--- src/rtl/sdpwr_pkg.sv ---
package sdpwr_pkg;

  // Power field codes (bits [1:0] of the control word)
  localparam logic [1:0] PWR_OFF   = 2'b00;
  localparam logic [1:0] PWR_RSVD  = 2'b01;
  localparam logic [1:0] PWR_CYCLE = 2'b10;
  localparam logic [1:0] PWR_ON    = 2'b11;

  localparam int WORD_W   = 3;
  localparam int POL_BIT  = 2;

  typedef enum logic [1:0] {
    ST_HIZ   = 2'd0,
    ST_CYCLE = 2'd1,
    ST_OFF   = 2'd2,
    ST_ON    = 2'd3
  } pwrState_e;

  // Strobes from the sequencer to the pin datapath
  typedef struct packed {
    logic driveEn;    // pins driven by the host
    logic driveHigh;  // idle level is high
    logic clkRun;     // card clock toggles on ticks
    logic dirPol;     // invert transceiver direction outputs
  } pwrStrobe_t;

endpackage

--- src/rtl/sdpwr_ctrl.sv ---
module sdpwr_ctrl
  import sdpwr_pkg::*;
(
  input  logic              clk,
  input  logic              rstN,
  input  logic              regWe,
  input  logic [WORD_W-1:0] regWdata,
  output pwrStrobe_t        stb
);

  pwrState_e stateQ;
  pwrState_e stateNext;
  logic      polQ;

  function automatic pwrState_e decodeField(input logic [1:0] field);
    pwrState_e res;
    case (field)
      PWR_CYCLE: res = ST_CYCLE;
      PWR_ON:    res = ST_ON;
      default:   res = ST_OFF;  // off and the reserved code
    endcase
    return res;
  endfunction

  always_comb begin
    stateNext = stateQ;
    if (regWe) stateNext = decodeField(regWdata[1:0]);
  end

  always_ff @(posedge clk or negedge rstN) begin
    if (!rstN) begin
      stateQ <= ST_HIZ;
      polQ   <= 1'b0;
    end else begin
      stateQ <= stateNext;
      if (regWe) polQ <= regWdata[POL_BIT];
    end
  end

  always_comb begin
    stb.driveEn   = (stateQ != ST_HIZ);
    stb.driveHigh = (stateQ == ST_OFF) || (stateQ == ST_ON);
    stb.clkRun    = (stateQ == ST_ON);
    stb.dirPol    = polQ;
  end

  // state holds without a write
  assert_hold_R9: assert property (@(posedge clk) disable iff (!rstN)
    !$past(regWe) |-> (stateQ == $past(stateQ)));

  // a power-on write lands in the clocked state
  assert_on_entry_R4: assert property (@(posedge clk) disable iff (!rstN)
    ($past(regWe) && ($past(regWdata[1:0]) == PWR_ON)) |-> (stateQ == ST_ON));

  // reserved code behaves as off
  assert_reserved_off_R3: assert property (@(posedge clk) disable iff (!rstN)
    ($past(regWe) && ($past(regWdata[1:0]) == PWR_RSVD)) |-> (stateQ == ST_OFF));

endmodule

--- src/rtl/sdpwr_datapath.sv ---
module sdpwr_datapath
  import sdpwr_pkg::*;
#(
  parameter int DATA_LINES = 8,
  parameter int INIT_CLKS  = 74
) (
  input  logic                  clk,
  input  logic                  rstN,
  input  logic                  ckTick,
  input  pwrStrobe_t            stb,
  output logic                  clkOe,
  output logic                  clkOut,
  output logic                  cmdOe,
  output logic                  cmdOut,
  output logic [DATA_LINES-1:0] datOe,
  output logic [DATA_LINES-1:0] datOut,
  output logic                  dirCmd,
  output logic                  dirDat,
  output logic                  initDone
);

  localparam int CNT_W = $clog2(INIT_CLKS + 1);
  localparam logic [CNT_W-1:0] CNT_MAX = CNT_W'(INIT_CLKS);

  logic             clkQ;
  logic [CNT_W-1:0] riseCnt;
  logic             cntFull;
  logic             idleLvl;
  logic             riseNow;

  assign cntFull = (riseCnt == CNT_MAX);
  assign riseNow = stb.clkRun && ckTick && !clkQ;

  always_ff @(posedge clk or negedge rstN) begin
    if (!rstN) begin
      clkQ <= 1'b0;
    end else if (!stb.clkRun) begin
      clkQ <= 1'b0;
    end else if (ckTick) begin
      clkQ <= ~clkQ;
    end
  end

  always_ff @(posedge clk or negedge rstN) begin
    if (!rstN) begin
      riseCnt <= '0;
    end else if (!stb.clkRun) begin
      riseCnt <= '0;
    end else if (riseNow && !cntFull) begin
      riseCnt <= riseCnt + 1'b1;
    end
  end

  assign idleLvl  = stb.driveEn & stb.driveHigh;
  assign initDone = stb.clkRun & cntFull;

  assign clkOe  = stb.driveEn;
  assign clkOut = stb.clkRun ? clkQ : idleLvl;
  assign cmdOe  = stb.driveEn;
  assign cmdOut = idleLvl;

  for (genvar g = 0; g < DATA_LINES; g++) begin : g_dat
    assign datOe[g]  = stb.driveEn;
    assign datOut[g] = idleLvl;
  end

  assign dirCmd = cmdOe ^ stb.dirPol;
  assign dirDat = datOe[0] ^ stb.dirPol;

  // clock moves only on a tick while running
  assert_clk_stable_R4: assert property (@(posedge clk) disable iff (!rstN)
    (stb.clkRun && $past(stb.clkRun) && !$past(ckTick)) |-> $stable(clkQ));

  // clock starts low on entry
  assert_clk_low_entry_R4: assert property (@(posedge clk) disable iff (!rstN)
    $rose(stb.clkRun) |-> !clkQ);

  // count never passes the limit
  assert_cnt_bound_R5: assert property (@(posedge clk) disable iff (!rstN)
    riseCnt <= CNT_MAX);

  // once done, stays done while running
  assert_done_sticky_R6: assert property (@(posedge clk) disable iff (!rstN)
    ($past(initDone) && stb.clkRun && $past(stb.clkRun)) |-> initDone);

  // leaving power-on clears the status
  assert_done_clear_R7: assert property (@(posedge clk) disable iff (!rstN)
    $fell(stb.clkRun) |-> !initDone);

endmodule

--- src/rtl/sdpwr_top.sv ---
module sdpwr_top
  import sdpwr_pkg::*;
#(
  parameter int DATA_LINES = 8,
  parameter int INIT_CLKS  = 74
) (
  input  logic                  clk,
  input  logic                  rstN,
  input  logic                  regWe,
  input  logic [WORD_W-1:0]     regWdata,
  input  logic                  ckTick,
  output logic                  clkOe,
  output logic                  clkOut,
  output logic                  cmdOe,
  output logic                  cmdOut,
  output logic [DATA_LINES-1:0] datOe,
  output logic [DATA_LINES-1:0] datOut,
  output logic                  dirCmd,
  output logic                  dirDat,
  output logic                  initDone
);

  pwrStrobe_t stb;

  sdpwr_ctrl u_ctrl (
    .clk      (clk),
    .rstN     (rstN),
    .regWe    (regWe),
    .regWdata (regWdata),
    .stb      (stb)
  );

  sdpwr_datapath #(
    .DATA_LINES (DATA_LINES),
    .INIT_CLKS  (INIT_CLKS)
  ) u_dp (
    .clk      (clk),
    .rstN     (rstN),
    .ckTick   (ckTick),
    .stb      (stb),
    .clkOe    (clkOe),
    .clkOut   (clkOut),
    .cmdOe    (cmdOe),
    .cmdOut   (cmdOut),
    .datOe    (datOe),
    .datOut   (datOut),
    .dirCmd   (dirCmd),
    .dirDat   (dirDat),
    .initDone (initDone)
  );

  // a driven-low command line means every line is clamped low
  assert_cycle_low_R2: assert property (@(posedge clk) disable iff (!rstN)
    (cmdOe && !cmdOut) |-> (!clkOut && (datOut == '0) && !initDone));

  // released pins carry no drive on any line
  assert_hiz_R1: assert property (@(posedge clk) disable iff (!rstN)
    !cmdOe |-> (!clkOe && (datOe == '0) && !initDone));

endmodule

--- config.mk ---
export PLATFORM = sky130hd
export DESIGN_NAME = sdpwr_top
export DESIGN_NICKNAME = d
export VERILOG_FILES = /design/src/rtl/sdpwr_pkg.sv /design/src/rtl/sdpwr_ctrl.sv /design/src/rtl/sdpwr_datapath.sv /design/src/rtl/sdpwr_top.sv
export SDC_FILE = /design/constraint.sdc
export NUM_CORES = 1
export LEC_CHECK = 0
export BUFFER_PORTS_ARGS = -buffer_cell sky130_fd_sc_hd__clkbuf_2
export CORE_MARGIN = 2
export CORE_UTILIZATION = 29
export CTS_BUF_LIST = sky130_fd_sc_hd__clkbuf_2
export DETAILED_ROUTE_END_ITERATION = 8
export GPL_ROUTABILITY_DRIVEN = 0
export PLACE_DENSITY = 0.57
export SETUP_SLACK_MARGIN = 0.4
export SLEW_MARGIN = 0
export SYNTH_ARGS = -nofsm -noshare
export SYNTH_HDL_FRONTEND = slang
export SYNTH_HIERARCHICAL = 1
export SYNTH_SLANG_ARGS = --single-unit
--- constraint.sdc ---
create_clock -name clk -period 1.7 [get_ports clk]
set_input_delay 0.17 -clock clk [delete_from_list [all_inputs] [get_ports clk]]
set_output_delay 0.17 -clock clk [all_outputs]
set_load 0.02 [all_outputs]
==> metrics.txt <==
status=finished, violations left; top cell type's share of synthesized area=0.352; cells on worst reg2reg path=5; Top Ports=30; Post-synth top flop=dfrtp_1; gr usage total=0.107; WL/cell=12.3 um; initial core utilization=0.310; P_leak=0.629 nW; Syn Nets=93; Synth Instances=84; DRT Wirelength=1790 um; # rows=18; most frequent cell after synthesis=buf_4; Worst-Skew Late Latency=0.25 ns; # clock sinks=11; initial DRC count=8; DR pass1 iterations=4; kind of critical path=reg2out; Slew Viols, Final=0; Non-Filler Instances=145; Area contributors post-synth=dfrtp_1, buf_4, mux2i_1, mux2_2, nand2_1; Clock Skews=0.00382 ns; Std-Cell Core Area=~2500 um2; syn avg cell area=9.31 um2; largest net degree at the start of global routing=12; WHS Endpoint=u_ctrl/stateQ[1]; multiplexer share of the synthesized area=0.0944; Clock Pin Slew Worst Setup and Hold Paths=0.10 ns; chip width=55.9 um; Area Overhead vs Synth=69.1%; Register Area=between 200 and 300 um2; H-tree levels=1; relative max-transition margin=0.799; Tcrit/Tclk final=1.03; final setup violation count=1; post-synthesis compound-gate area fraction=0.0672; Pwr Total=0.848 mW; Post-DRT Antenna Nets=0; vias after detailed routing=around 670; R2R Setup Slk=around 0.010 ns; pwr dens=642 nW/um2; pre-CTS WS=~0.14 ns; failing checks=negative setup slack; worst hold path type=in2reg; placed cells=between 100 and 150; first-pass GRT wire length=about 2600 um; Critical Path End Type=output pin; r2r endpoint=u_dp/riseCnt[1]; Chip Height=55.9 um; I/O Buffers=29; TritonCTS Buffers=3; Synth cell types=25; ratio of cells with drive above 1 in the final layout=0.583; Residual DRC=0; Worst Path Arrival=1.58 ns; Synth Cell Area=between 700 and 800 um2; maximum VDD drop=0.443 mV; pin slew with the least headroom to its limit=0.300 ns; Syn. warnings=6; initial antenna violation count=0; DR vias/cell=4.61; Root Driver=clkbuf_2; CP Data Required Time=1.53 ns; CP startpoint kind=register; fmax=0.572 GHz; EDFF count, synth=0; gr ovfl total=0; CTS tree=built; adder-cell share of the synthesized area=0.0320; vias in the first global route=603; Final min period=approximately 1.7 ns; Seq/Total Area, Yosys=0.352; Worst Setup SP=u_dp/riseCnt[5]; clk buf depth=2; Synth async-reset ratio=1.00; fillcell total=211; Ant. Diodes=0; largest family of logic cells by synthesized area=simple AND/OR/NAND/NOR gates; synthesized-area fraction occupied by xor and xnor cells=0.0112; Hold Crit Depth=2; crit-path max FO=2; Sum Neg Setup Slack=-0.0470 ns; HP Start=regWdata[1]; fin nets=125; Post-Synth Simple-Gate Area=0.222; RSZ-0062 raised after global routing=yes; top cells by count, synth=buf_4, dfrtp_1, nand2_1, mux2i_1, nand2b_1; multi-input logic area=398 um2; final hold violations=0; DPL Wire Length=1030 um; worst setup margin=-0.0470 ns; Fin Hold WS=0.106 ns; Yosys top cell by area=dfrtp_1; #FFs+latches synth=11; die area=between 3000 and 4000 um2; reg2reg start=u_dp/riseCnt[5]; MaxCap Viol Count=0
## power breakdown
part | internal [mW] | switching, mW | total (mW)
Sequential | 0.275 | 0.0163 | 0.291
Clock | 0.0625 | 0.0834 | 0.146
Combinational | 0.230 | 0.181 | 0.411
Total | 0.568 | 0.281 | 0.848
## flip-flops by register name, indices dropped and copies added, names as in the netlist
name and flops:
u_dp/clkQ 1, u_ctrl/polQ 1, u_dp/riseCnt 7, u_ctrl/stateQ 2
## stage by stage
stage | util | instance area [um2]
CTS | 0.473 | 1190
finish | 0.524 | 1320
detailed placement | 0.330 | 833
floorplan | - | 797
global route | 0.524 | 1320
global placement | 0.330 | 833
## layout by cell type (no fill, tap or decap), types with 3 or more instances in the layout
master,n
buf_8,26
dfrtp_1,11
buf_4,11
clkbuf_2,10
nand2_1,8
buf_6,6
nand2b_1,4
mux2i_1,4
inv_1,3
## what timing repair did
action / CTS / global route
pin swaps: 6 / 6
setup buffers: 10 / 6
hold endpoints to repair: 11 / 0
gates cloned: 2 / 0
hold buffers: 1 / 0
resized for setup: 46 / 35
setup endpoints to repair: 26 / 29
## area by class of cell
| cell class | instances | share of cell area |
|---|---|---|
| timing repair buffer | 50 | 0.439 |
| multi-input combinational | 47 | 0.301 |
| sequential | 11 | 0.208 |
| tap | 30 | 0.0284 |
| clock buffer | 4 | 0.0151 |
| inverter | 3 | 0.00851 |
## logic make-up (layout without fill, tap and decap cells)
logic type,Yosys count,count (layout)
adder cells (fa/ha/maj),2,2
AND/OR/NAND/NOR,30,30
buffers and inverters,26,57
multiplexers,7,7
XOR/XNOR,1,1
flip-flops,11,11
AO/OA/AOI/OAI,7,7
## metal layers
metal,part of all wire,GRT usage,vias up
li1,-,-,325
met4,0.0095,0.0204,0
met5,0,0,-
met3,0.062,0.0512,2
met1,0.38,0.108,315
met2,0.55,0.201,26
## worst max-delay path by stage
stage               depth (start not counted)  slack (ns)        to
floorplan                                   3        0.30  initDone
global placement                            4        0.15  initDone
detailed placement                          4        0.14  initDone
CTS                                         4       -0.09  initDone
global route                                4       -0.10  initDone
finish                                      4       -0.05  initDone
## critical path, stage by stage (launching register included)
cell	delay [ns]
dfrtp_1	0.40
or4b_4	0.57
nor2_4	0.11
and2_4	0.15
buf_8	0.10
Power figures use the tool's default switching activity.
